==> src/rtl/gbp_pkg.sv <==
package gbp_pkg;

    typedef enum logic [1:0] {
        CTR_STRONG_NT = 2'b00,
        CTR_WEAK_NT   = 2'b01,
        CTR_WEAK_T    = 2'b10,
        CTR_STRONG_T  = 2'b11
    } ctr_state_t;

    typedef enum logic [1:0] {
        IDX_HIST = 2'b00,
        IDX_XOR  = 2'b01,
        IDX_CAT  = 2'b10,
        IDX_RSVD = 2'b11
    } idx_mode_t;

endpackage

==> src/rtl/gbp_ctr_next.sv <==
module gbp_ctr_next
    import gbp_pkg::*;
(
    input  ctr_state_t cur_i,
    input  logic       taken_i,
    output ctr_state_t nxt_o
);

    always_comb begin
        unique case (cur_i)
            CTR_STRONG_NT: nxt_o = taken_i ? CTR_WEAK_NT  : CTR_STRONG_NT;
            CTR_WEAK_NT:   nxt_o = taken_i ? CTR_WEAK_T   : CTR_STRONG_NT;
            CTR_WEAK_T:    nxt_o = taken_i ? CTR_STRONG_T : CTR_WEAK_NT;
            CTR_STRONG_T:  nxt_o = taken_i ? CTR_STRONG_T : CTR_WEAK_T;
        endcase
    end

endmodule

==> src/rtl/gbp_index.sv <==
module gbp_index
    import gbp_pkg::*;
#(
    parameter int IDX_W = 6
) (
    input  logic [1:0]       mode_i,
    input  logic [IDX_W-1:0] ghr_i,
    input  logic [IDX_W-1:0] pc_bits_i,
    output logic [IDX_W-1:0] idx_o
);

    localparam int SEL_H = IDX_W / 2;
    localparam int SEL_P = IDX_W - SEL_H;

    logic [IDX_W-1:0] cat_idx;

    generate
        if (SEL_H > 0) begin : g_cat
            assign cat_idx = {pc_bits_i[SEL_P-1:0], ghr_i[SEL_H-1:0]};
        end else begin : g_cat_narrow
            assign cat_idx = pc_bits_i;
        end
    endgenerate

    always_comb begin
        unique case (idx_mode_t'(mode_i))
            IDX_XOR:            idx_o = ghr_i ^ pc_bits_i;
            IDX_CAT:            idx_o = cat_idx;
            IDX_HIST, IDX_RSVD: idx_o = ghr_i;
        endcase
    end

endmodule

==> src/rtl/gbp_ghr.sv <==
module gbp_ghr #(
    parameter int HIST_W = 6
) (
    input  logic              clk,
    input  logic              rst_n,
    input  logic              shift_en_i,
    input  logic              bit_i,
    output logic [HIST_W-1:0] hist_o
);

    logic [HIST_W-1:0] hist_q;

    always_ff @(posedge clk or negedge rst_n) begin
        if (!rst_n) begin
            hist_q <= '0;
        end else if (shift_en_i) begin
            hist_q <= {hist_q[HIST_W-2:0], bit_i};
        end
    end

    assign hist_o = hist_q;

    AST_GHR_HOLD: assert property (@(posedge clk) disable iff (!rst_n)
        !shift_en_i |=> $stable(hist_q));

    AST_GHR_SHIFT: assert property (@(posedge clk) disable iff (!rst_n)
        shift_en_i |=> (hist_q[0] == $past(bit_i)) &&
                       (hist_q[HIST_W-1:1] == $past(hist_q[HIST_W-2:0])));

endmodule

==> src/rtl/gbp_pht.sv <==
module gbp_pht
    import gbp_pkg::*;
#(
    parameter int IDX_W = 6
) (
    input  logic             clk,
    input  logic             rst_n,
    input  logic [IDX_W-1:0] rd_idx_i,
    output ctr_state_t       rd_ctr_o,
    input  logic             wr_en_i,
    input  logic [IDX_W-1:0] wr_idx_i,
    input  ctr_state_t       wr_ctr_i
);

    localparam int DEPTH = 1 << IDX_W;

    logic [1:0] ent_vec [DEPTH];

    generate
        for (genvar e = 0; e < DEPTH; e++) begin : g_ent
            ctr_state_t ent_q;
            always_ff @(posedge clk or negedge rst_n) begin
                if (!rst_n) begin
                    ent_q <= CTR_STRONG_NT;
                end else if (wr_en_i && (wr_idx_i == IDX_W'(e))) begin
                    ent_q <= wr_ctr_i;
                end
            end
            assign ent_vec[e] = ent_q;
        end
    endgenerate

    assign rd_ctr_o = ctr_state_t'(ent_vec[rd_idx_i]);

endmodule

==> src/rtl/ghist_predictor.sv <==
module ghist_predictor
    import gbp_pkg::*;
#(
    parameter int PC_W  = 32,
    parameter int IDX_W = 6,
    parameter int ALIGN = 2
) (
    input  logic             clk,
    input  logic             rst_n,
    input  logic [1:0]       idx_mode_i,
    input  logic [PC_W-1:0]  fetch_pc_i,
    output logic             pred_taken_o,
    output logic [IDX_W-1:0] pred_idx_o,
    output logic [1:0]       pred_ctr_o,
    input  logic             res_branch_i,
    input  logic             res_taken_i,
    input  logic [IDX_W-1:0] res_idx_i,
    input  logic [1:0]       res_ctr_i
);

    localparam int PC_HI = ALIGN + IDX_W;

    logic [IDX_W-1:0] ghr;
    logic [IDX_W-1:0] pc_bits;
    logic [IDX_W-1:0] fetch_idx;
    ctr_state_t       rd_ctr;
    ctr_state_t       upd_ctr;
    logic             unused_pc;

    assign pc_bits   = fetch_pc_i[PC_HI-1:ALIGN];
    assign unused_pc = ^{fetch_pc_i[PC_W-1:PC_HI], fetch_pc_i[ALIGN-1:0]};

    gbp_ghr #(.HIST_W(IDX_W)) u_ghr (
        .clk        (clk),
        .rst_n      (rst_n),
        .shift_en_i (res_branch_i),
        .bit_i      (res_taken_i),
        .hist_o     (ghr)
    );

    gbp_index #(.IDX_W(IDX_W)) u_index (
        .mode_i    (idx_mode_i),
        .ghr_i     (ghr),
        .pc_bits_i (pc_bits),
        .idx_o     (fetch_idx)
    );

    gbp_ctr_next u_next (
        .cur_i   (ctr_state_t'(res_ctr_i)),
        .taken_i (res_taken_i),
        .nxt_o   (upd_ctr)
    );

    gbp_pht #(.IDX_W(IDX_W)) u_pht (
        .clk      (clk),
        .rst_n    (rst_n),
        .rd_idx_i (fetch_idx),
        .rd_ctr_o (rd_ctr),
        .wr_en_i  (res_branch_i),
        .wr_idx_i (res_idx_i),
        .wr_ctr_i (upd_ctr)
    );

    always_comb begin
        pred_idx_o   = fetch_idx;
        pred_ctr_o   = rd_ctr;
        pred_taken_o = (rd_ctr == CTR_WEAK_T) || (rd_ctr == CTR_STRONG_T);
    end

    AST_SAT_TOP: assert property (@(posedge clk) disable iff (!rst_n)
        ($past(res_branch_i) && $past(res_taken_i) && ($past(res_ctr_i) == 2'd3) &&
         (pred_idx_o == $past(res_idx_i))) |-> (pred_ctr_o == 2'd3));

    AST_SAT_BOTTOM: assert property (@(posedge clk) disable iff (!rst_n)
        ($past(res_branch_i) && !$past(res_taken_i) && ($past(res_ctr_i) == 2'd0) &&
         (pred_idx_o == $past(res_idx_i))) |-> (pred_ctr_o == 2'd0));

    AST_STEP_UP: assert property (@(posedge clk) disable iff (!rst_n)
        ($past(res_branch_i) && $past(res_taken_i) && ($past(res_ctr_i) != 2'd3) &&
         (pred_idx_o == $past(res_idx_i))) |-> (pred_ctr_o == $past(res_ctr_i) + 2'd1));

    AST_GAG_IDX: assert property (@(posedge clk) disable iff (!rst_n)
        ((idx_mode_i == 2'b00) && $past(res_branch_i)) |-> (pred_idx_o[0] == $past(res_taken_i)));

endmodule

==> config.mk <==
export PLATFORM = sky130hd
export DESIGN_NAME = ghist_predictor
export DESIGN_NICKNAME = d
export VERILOG_FILES = /design/src/rtl/gbp_pkg.sv /design/src/rtl/gbp_ctr_next.sv /design/src/rtl/gbp_index.sv /design/src/rtl/gbp_ghr.sv /design/src/rtl/gbp_pht.sv /design/src/rtl/ghist_predictor.sv
export SDC_FILE = /design/constraint.sdc
export NUM_CORES = 1
export LEC_CHECK = 0
export ABC_AREA = 0
export BUFFER_PORTS_ARGS = -buffer_cell sky130_fd_sc_hd__buf_2
export CAP_MARGIN = 20
export CORE_ASPECT_RATIO = 1.4
export CORE_MARGIN = 3
export CORE_UTILIZATION = 50
export CTS_CLUSTER_DIAMETER = 60
export CTS_CLUSTER_SIZE = 25
export DETAILED_ROUTE_END_ITERATION = 10
export PLACE_DENSITY = 0.68
export SYNTH_ARGS = -nofsm -noshare
export SYNTH_HDL_FRONTEND = slang
export SYNTH_SLANG_ARGS = --single-unit
==> constraint.sdc <==
create_clock -name clk -period 6.5 [get_ports clk]
set_input_delay 0.325 -clock clk [delete_from_list [all_inputs] [get_ports clk]]
set_output_delay 0.325 -clock clk [all_outputs]
set_load 0.1 [all_outputs]
* After elaboration in Yosys (flattened, before gate mapping)
Cells that the tools add are included.
** Cells by class
- Order comparisons :: 1
- Reductions and logical operators :: 69
- Bitwise logic cells :: 2
- Muxes and demuxes :: 9
- Equal/unequal tests :: 71
** Operator list (count)
- $eq 6x6->1 const B :: 32
- $eq 6x5->1 const B :: 16
- $logic_and 1x1->1 :: 64
- $eq 6x4->1 const B :: 8
- $eq 6x3->1 const B :: 4
- $pmux 6 s3 :: 1
- $bmux 2 s6 :: 1
- $eq 2x2->1 const B :: 6
- $eq 6x2->1 const B :: 2
- $mux 2 :: 4
- $pmux 2 s4 :: 1
- $ge 7x7->1 const B :: 1
- $not 6->7 :: 1
- $eq 6x1->1 const B :: 1
- $logic_not 6->1 :: 1
- $xor 6x6->6 :: 1
- $eq 2x1->1 const B :: 2
- $logic_not 2->1 :: 2
- $mux 1 :: 2
- $reduce_or 2->1 :: 1
- $logic_or 1x1->1 :: 1
** Storage, ports and cells
- Output and inout bits :: 9
- Flip-flop bits (word level) :: 134
- Word-level logic and storage cells :: 217

* Logic depth before layout (Yosys ltp)
- Word-level depth :: 9
- Depth in mapped cells :: 13
- Gate-level depth less buffers :: 10

* Hierarchy
Synthesis repeated with hierarchy kept, for this count alone.
** Second synthesis, totals
- Cells, all modules :: 493
- Area total of the unflattened synthesis :: 6645.1 sq um
** By module, submodules not included
- gbp_pht :: area an instance 6174.7 sq um, instances 1, cells an instance 450
- gbp_ghr :: area an instance 251.5 sq um, instances 1, cells an instance 13
- gbp_index :: area an instance 188.9 sq um, instances 1, cells an instance 26
- gbp_ctr_next :: area an instance 26.3 sq um, instances 1, cells an instance 3
- ghist_predictor :: area an instance 3.8 sq um, instances 1, cells an instance 1

* Least setup slack after synthesis
OpenSTA, ideal clock, no wires.
- Kind :: input to output
- From :: input idx_mode_i[1]
- To :: output pred_ctr_o[1]
- Stages :: 9
- Required time :: 6.175 ns
- Data arrival time :: 3.776 ns
- Slack :: 2.399 ns
- Cells stage by stage :: inv_1 ha_1 buf_6 clkbuf_1 a21oi_1 inv_1 o311a_1 o2111ai_1 and4_1
** On the way
- Cells in the longest elaborated chain, start to end :: 7
** Ends and longest elaborated chain
- start: declaration :: RTL line ghist_predictor.sv:10 : input logic [1:0] idx_mode_i,
- $eq 2x2->1 or $logic_not 2->1 (tied branches) :: RTL line gbp_index.sv:26 : unique case (idx_mode_t'(mode_i))
- $reduce_or 2->1 :: RTL line gbp_index.sv:26
- $pmux 6 s3 (*) :: RTL line gbp_index.sv:26
- net pred_idx_o[4] :: RTL line ghist_predictor.sv:13 : output logic [IDX_W-1:0] pred_idx_o,
- $not 6->7 (implied by the code) (*) :: RTL line gbp_pht.sv:33 : assign rd_ctr_o = ctr_state_t'(ent_vec[rd_idx_i]);
- $bmux 2 s6 (*) :: RTL line gbp_pht.sv:33
- $mux 2 (implied by the code) (*) (2 in a row) :: RTL line gbp_pht.sv:33
- end: declaration :: RTL line ghist_predictor.sv:14 : output logic [1:0] pred_ctr_o,
The timed path passes the listed nets; every way through them passes the cells marked *. The select of a mux whose other input is x is not followed.

* Worst setup path after layout
- From :: input idx_mode_i[0]
- To :: output pred_ctr_o[0]
** On the way
- Cells in the longest elaborated chain, start to end :: 7
** Ends and longest elaborated chain (RTL line)
- $eq 2x2->1 or $logic_not 2->1 (tied branches) :: gbp_index.sv:26
- $reduce_or 2->1 :: gbp_index.sv:26
- $pmux 6 s3 (*) :: gbp_index.sv:26
- $not 6->7 (implied by the code) (*) :: gbp_pht.sv:33
- $bmux 2 s6 (*) :: gbp_pht.sv:33
- $mux 2 (implied by the code) (*) (2 in a row) :: gbp_pht.sv:33
Mark *: on every way between the ends. The rest lies on a longest branch, timed or not. The select of a mux whose other input is x is not followed.

==> results.txt <==
----------------------------------------------------
[Timing]
  Final cycle utilization of the critical path ... 67.7%
  Endpoints failing hold ... 0
  Worst-Margin Slew ... 1100 ps
  Final setup vio count ... 0
  Max Freq ... 0.227 GHz
  Final-layout setup total negative slack ... 0 ps
  Setup repair after global routing missed its margin ... no
  Final clock skew ... about 1.3 ps
  Time the final worst path needs with I/O delays and setup ... 4400 ps
  Final-report max-slew violation count ... 0
  Remaining max-slew budget at the tightest pin ... 26.5%

[Setup path]
  Critical path launch point type ... primary input
  Type of the worst setup path ... primary input to primary output
  Worst endpoint data arrival time ... 4080 ps
  Endpoint type of the worst setup path ... primary output
  Crit Path Max Fanout ... 36
  Endpoint required time on the critical path ... 6170 ps

[Logic synthesis]
  Proportion of netlist area held by the largest area contributor ... between 40% and 50%
  Count leader, synth ... dfrtp_1
  Combined area of all synthesized cells ... 6910 um^2
  Mapped Nets ... 623
  Yosys top cell by area ... dfrtp_1
  Distinct cell type count of the synthesized netlist ... 50
  Cell types with the largest area share after synthesis ... dfrtp_1, mux2_2, mux2i_1, nand2_1, mux2_1
  Post-synth top cells ... dfrtp_1, mux2_2, nand2_1
  Post-synthesis sequential area ratio ... 48.5%
  Mapped Avg Cell Area ... 12.0 um^2
  Post-synth ARST share ... 100%
  Synth Instances ... 575
  Flops & latches, synth ... between 100 and 150
  Number of enable-type register cells in the synthesized netlist ... 0
  Leading register cell type out of synthesis ... dfrtp_1
  Number of warnings printed during yosys synthesis ... 0

[Clock tree]
  Cells resized by post-CTS repair ... 0
  Number of buffers created by CTS ... 17
  Buffer type at the clock tree root ... clkbuf_16
  CTS tree ... done
  Maximum count of clock buffers along a single path ... 2
  Post-CTS setup-driven buffer insertion count ... 0
  Deepest level of the CTS H-tree ... 4
  CTS Hold Bufs ... 0
  Clock Sinks ... 134
  Clock-pin slew of the registers on the worst-case setup and hold paths ... 60 ps
  Clock latency on the worst-skew pair ... 420 ps

[Finish]
  Final antenna diode count ... 0
  Final Instance Count excl. Fillers ... 792
  Final net count ... 645
  Fin area ... 7850 um^2
  Fill cells ... 1,109
  Area added between synthesis and finish ... 13.6%
  Layout cells sized above 1 ... 34.4%

[Die]
  Core region area ... 13,500 um^2
  Die Y-Extent ... 145 um
  Io pins ... 55
  Die Width ... 105 um
  Die Outline Area ... 15,300 um^2
  Standard-cell rows ... 50
  Starting utilization of the core area ... 51.4%

[Power]
  Highest ir drop seen on vdd ... 0.248 mV
  Power density over the cells ... 338 nW/um^2
  Overall power of the completed layout ... 2.65 mW
  Leakage ... between 3 and 4 nW

[Route]
  Starting DRC count in detailed routing ... 273
  Detailed-routing iteration count for the pre-antenna-repair pass ... 4
  Post-detailed-routing wire length ... 16.9 mm
  DRC violations left ... 0
  Routed via count divided by cell count ... 5.95
  Via total after detailed routing ... 4,712
  Post-detailed-route wirelength per cell ... ~21 um
  Number of routed nets with antenna violations ... 0

[Hold path]
  Worst min-delay path class ... primary input to asynchronous set/reset pin

[Placed design]
  Final weighted congestion of routability-driven global placement ... 0.846
  DP Area ... 7170 um^2
  DP HPWL ... 11.4 mm
  DP Cell Count ... 757
  I/O Buffers ... 28

[Global routing]
  GR Overflow Total ... 0
  Total global routing track utilization ... a little under a quarter
  Initial antenna violation count ... 0
  Number of global-route vias before repair ... 5,099
  Wire length of the first global-routing pass ... 27.0 mm
  Pin count of the biggest net entering global routing ... 71

[Status]
  Run status ... finished clean

[Run]
  Max capacitance violation total ... 0

----------------------------------------------------
[kinds of logic after synthesis]
kind of cell	after synthesis	synth area share [%]
AOI/OAI and AO/OA	52	5.90
and+or+nand+nor	150	9.59
DFF	134	48.5
adders and majority gates	4	0.651
buffers and inverters	40	2.66
muxes	190	32.1
xor gates and xnor gates	5	0.633
[layout make-up]
cell class	instances	area (um^2)	share of cell area (%)
multi-input combinational	401	3380	43.0
sequential	134	3350	42.7
clock buffer	20	467	5.94
tap	182	228	2.90
timing repair buffer	35	218	2.77
clock inverter	12	175	2.23
inverter	8	32.5	0.414
[sequential cells by signal (all words and copies together), names as in the netlist]
register           cells
u_ghr.hist_o           6
u_pht.g_ent.ent_q    128
[report_power, final]
part | switching [mW] | internal (mW) | total, mW
clock | 0.363 | 0.671 | 1.03
combinational | 0.363 | 0.224 | 0.587
sequential | 0.0742 | 0.955 | 1.03
total | 0.800 | 1.85 | 2.65
[placed cells by master, fill, tap and decap left out, types with 3 or more instances in the layout]
master / instances
a21o_1: 3
a21oi_1: 7
a221oi_1: 7
a22o_1: 6
a22oi_1: 3
a31oi_1: 6
a32oi_1: 6
and4_1: 3
buf_2: 28
buf_4: 5
bufinv_16: 4
clkbuf_16: 17
clkbuf_8: 3
clkinv_2: 3
clkinvlp_4: 3
dfrtp_1: 134
inv_1: 6
mux2_1: 15
mux2_2: 125
mux2i_1: 40
mux4_1: 4
mux4_2: 6
nand2_1: 79
nand2b_1: 4
nand3_1: 5
nand4_1: 5
nor2_1: 32
nor3_1: 8
o211ai_1: 4
or2_2: 4
xnor2_1: 3
[stage by stage]
| step | hold slack [ps] | utilization [%] | setup slack, ps |
|---|---|---|---|
| floorplan | 29.4 | - | 2400 |
| global placement | 465 | 53.3 | 2220 |
| detailed placement | 471 | 53.3 | 2100 |
| CTS | 33.0 | 58.1 | 2090 |
| global route | 73.6 | 58.4 | 1860 |
| finish | 5.52 | 58.4 | 2100 |
[worst paths after layout]
path                                               start                        to  slack, ps  cells after the start
worst max-delay path                       idx_mode_i[0]             pred_ctr_o[0]       2100                     10
worst min-delay path                               rst_n  u_pht.g_ent[31].ent_q[0]          6                      1
worst max register to register           u_ghr.hist_o[1]           u_ghr.hist_o[1]       5580                      1
worst min register to register  u_pht.g_ent[36].ent_q[1]  u_pht.g_ent[36].ent_q[1]        490                      1
max in group asynchronous                          rst_n  u_pht.g_ent[36].ent_q[0]       5080                      2
min in group clk                             res_taken_i           u_ghr.hist_o[0]        200                      2
[routing by layer]
metal	routed length, um	global-route usage [%]	vias to the layer above
met5	0	0	-
met4	486	9.52	0
met3	620	3.87	34
met2	9140	40.2	111
met1	6620	27.1	2429
li1	-	-	2138
[worst max-delay path, cell delays in order]
cell and delay, ps:
buf_2 110, ha_1 420, o21ba_1 520, a22o_2 950, buf_4 450, mux4_1 380, a21oi_1 210, o211ai_1 150
and4_1 260, buf_2 300
(Power assumes the default switching activity.)
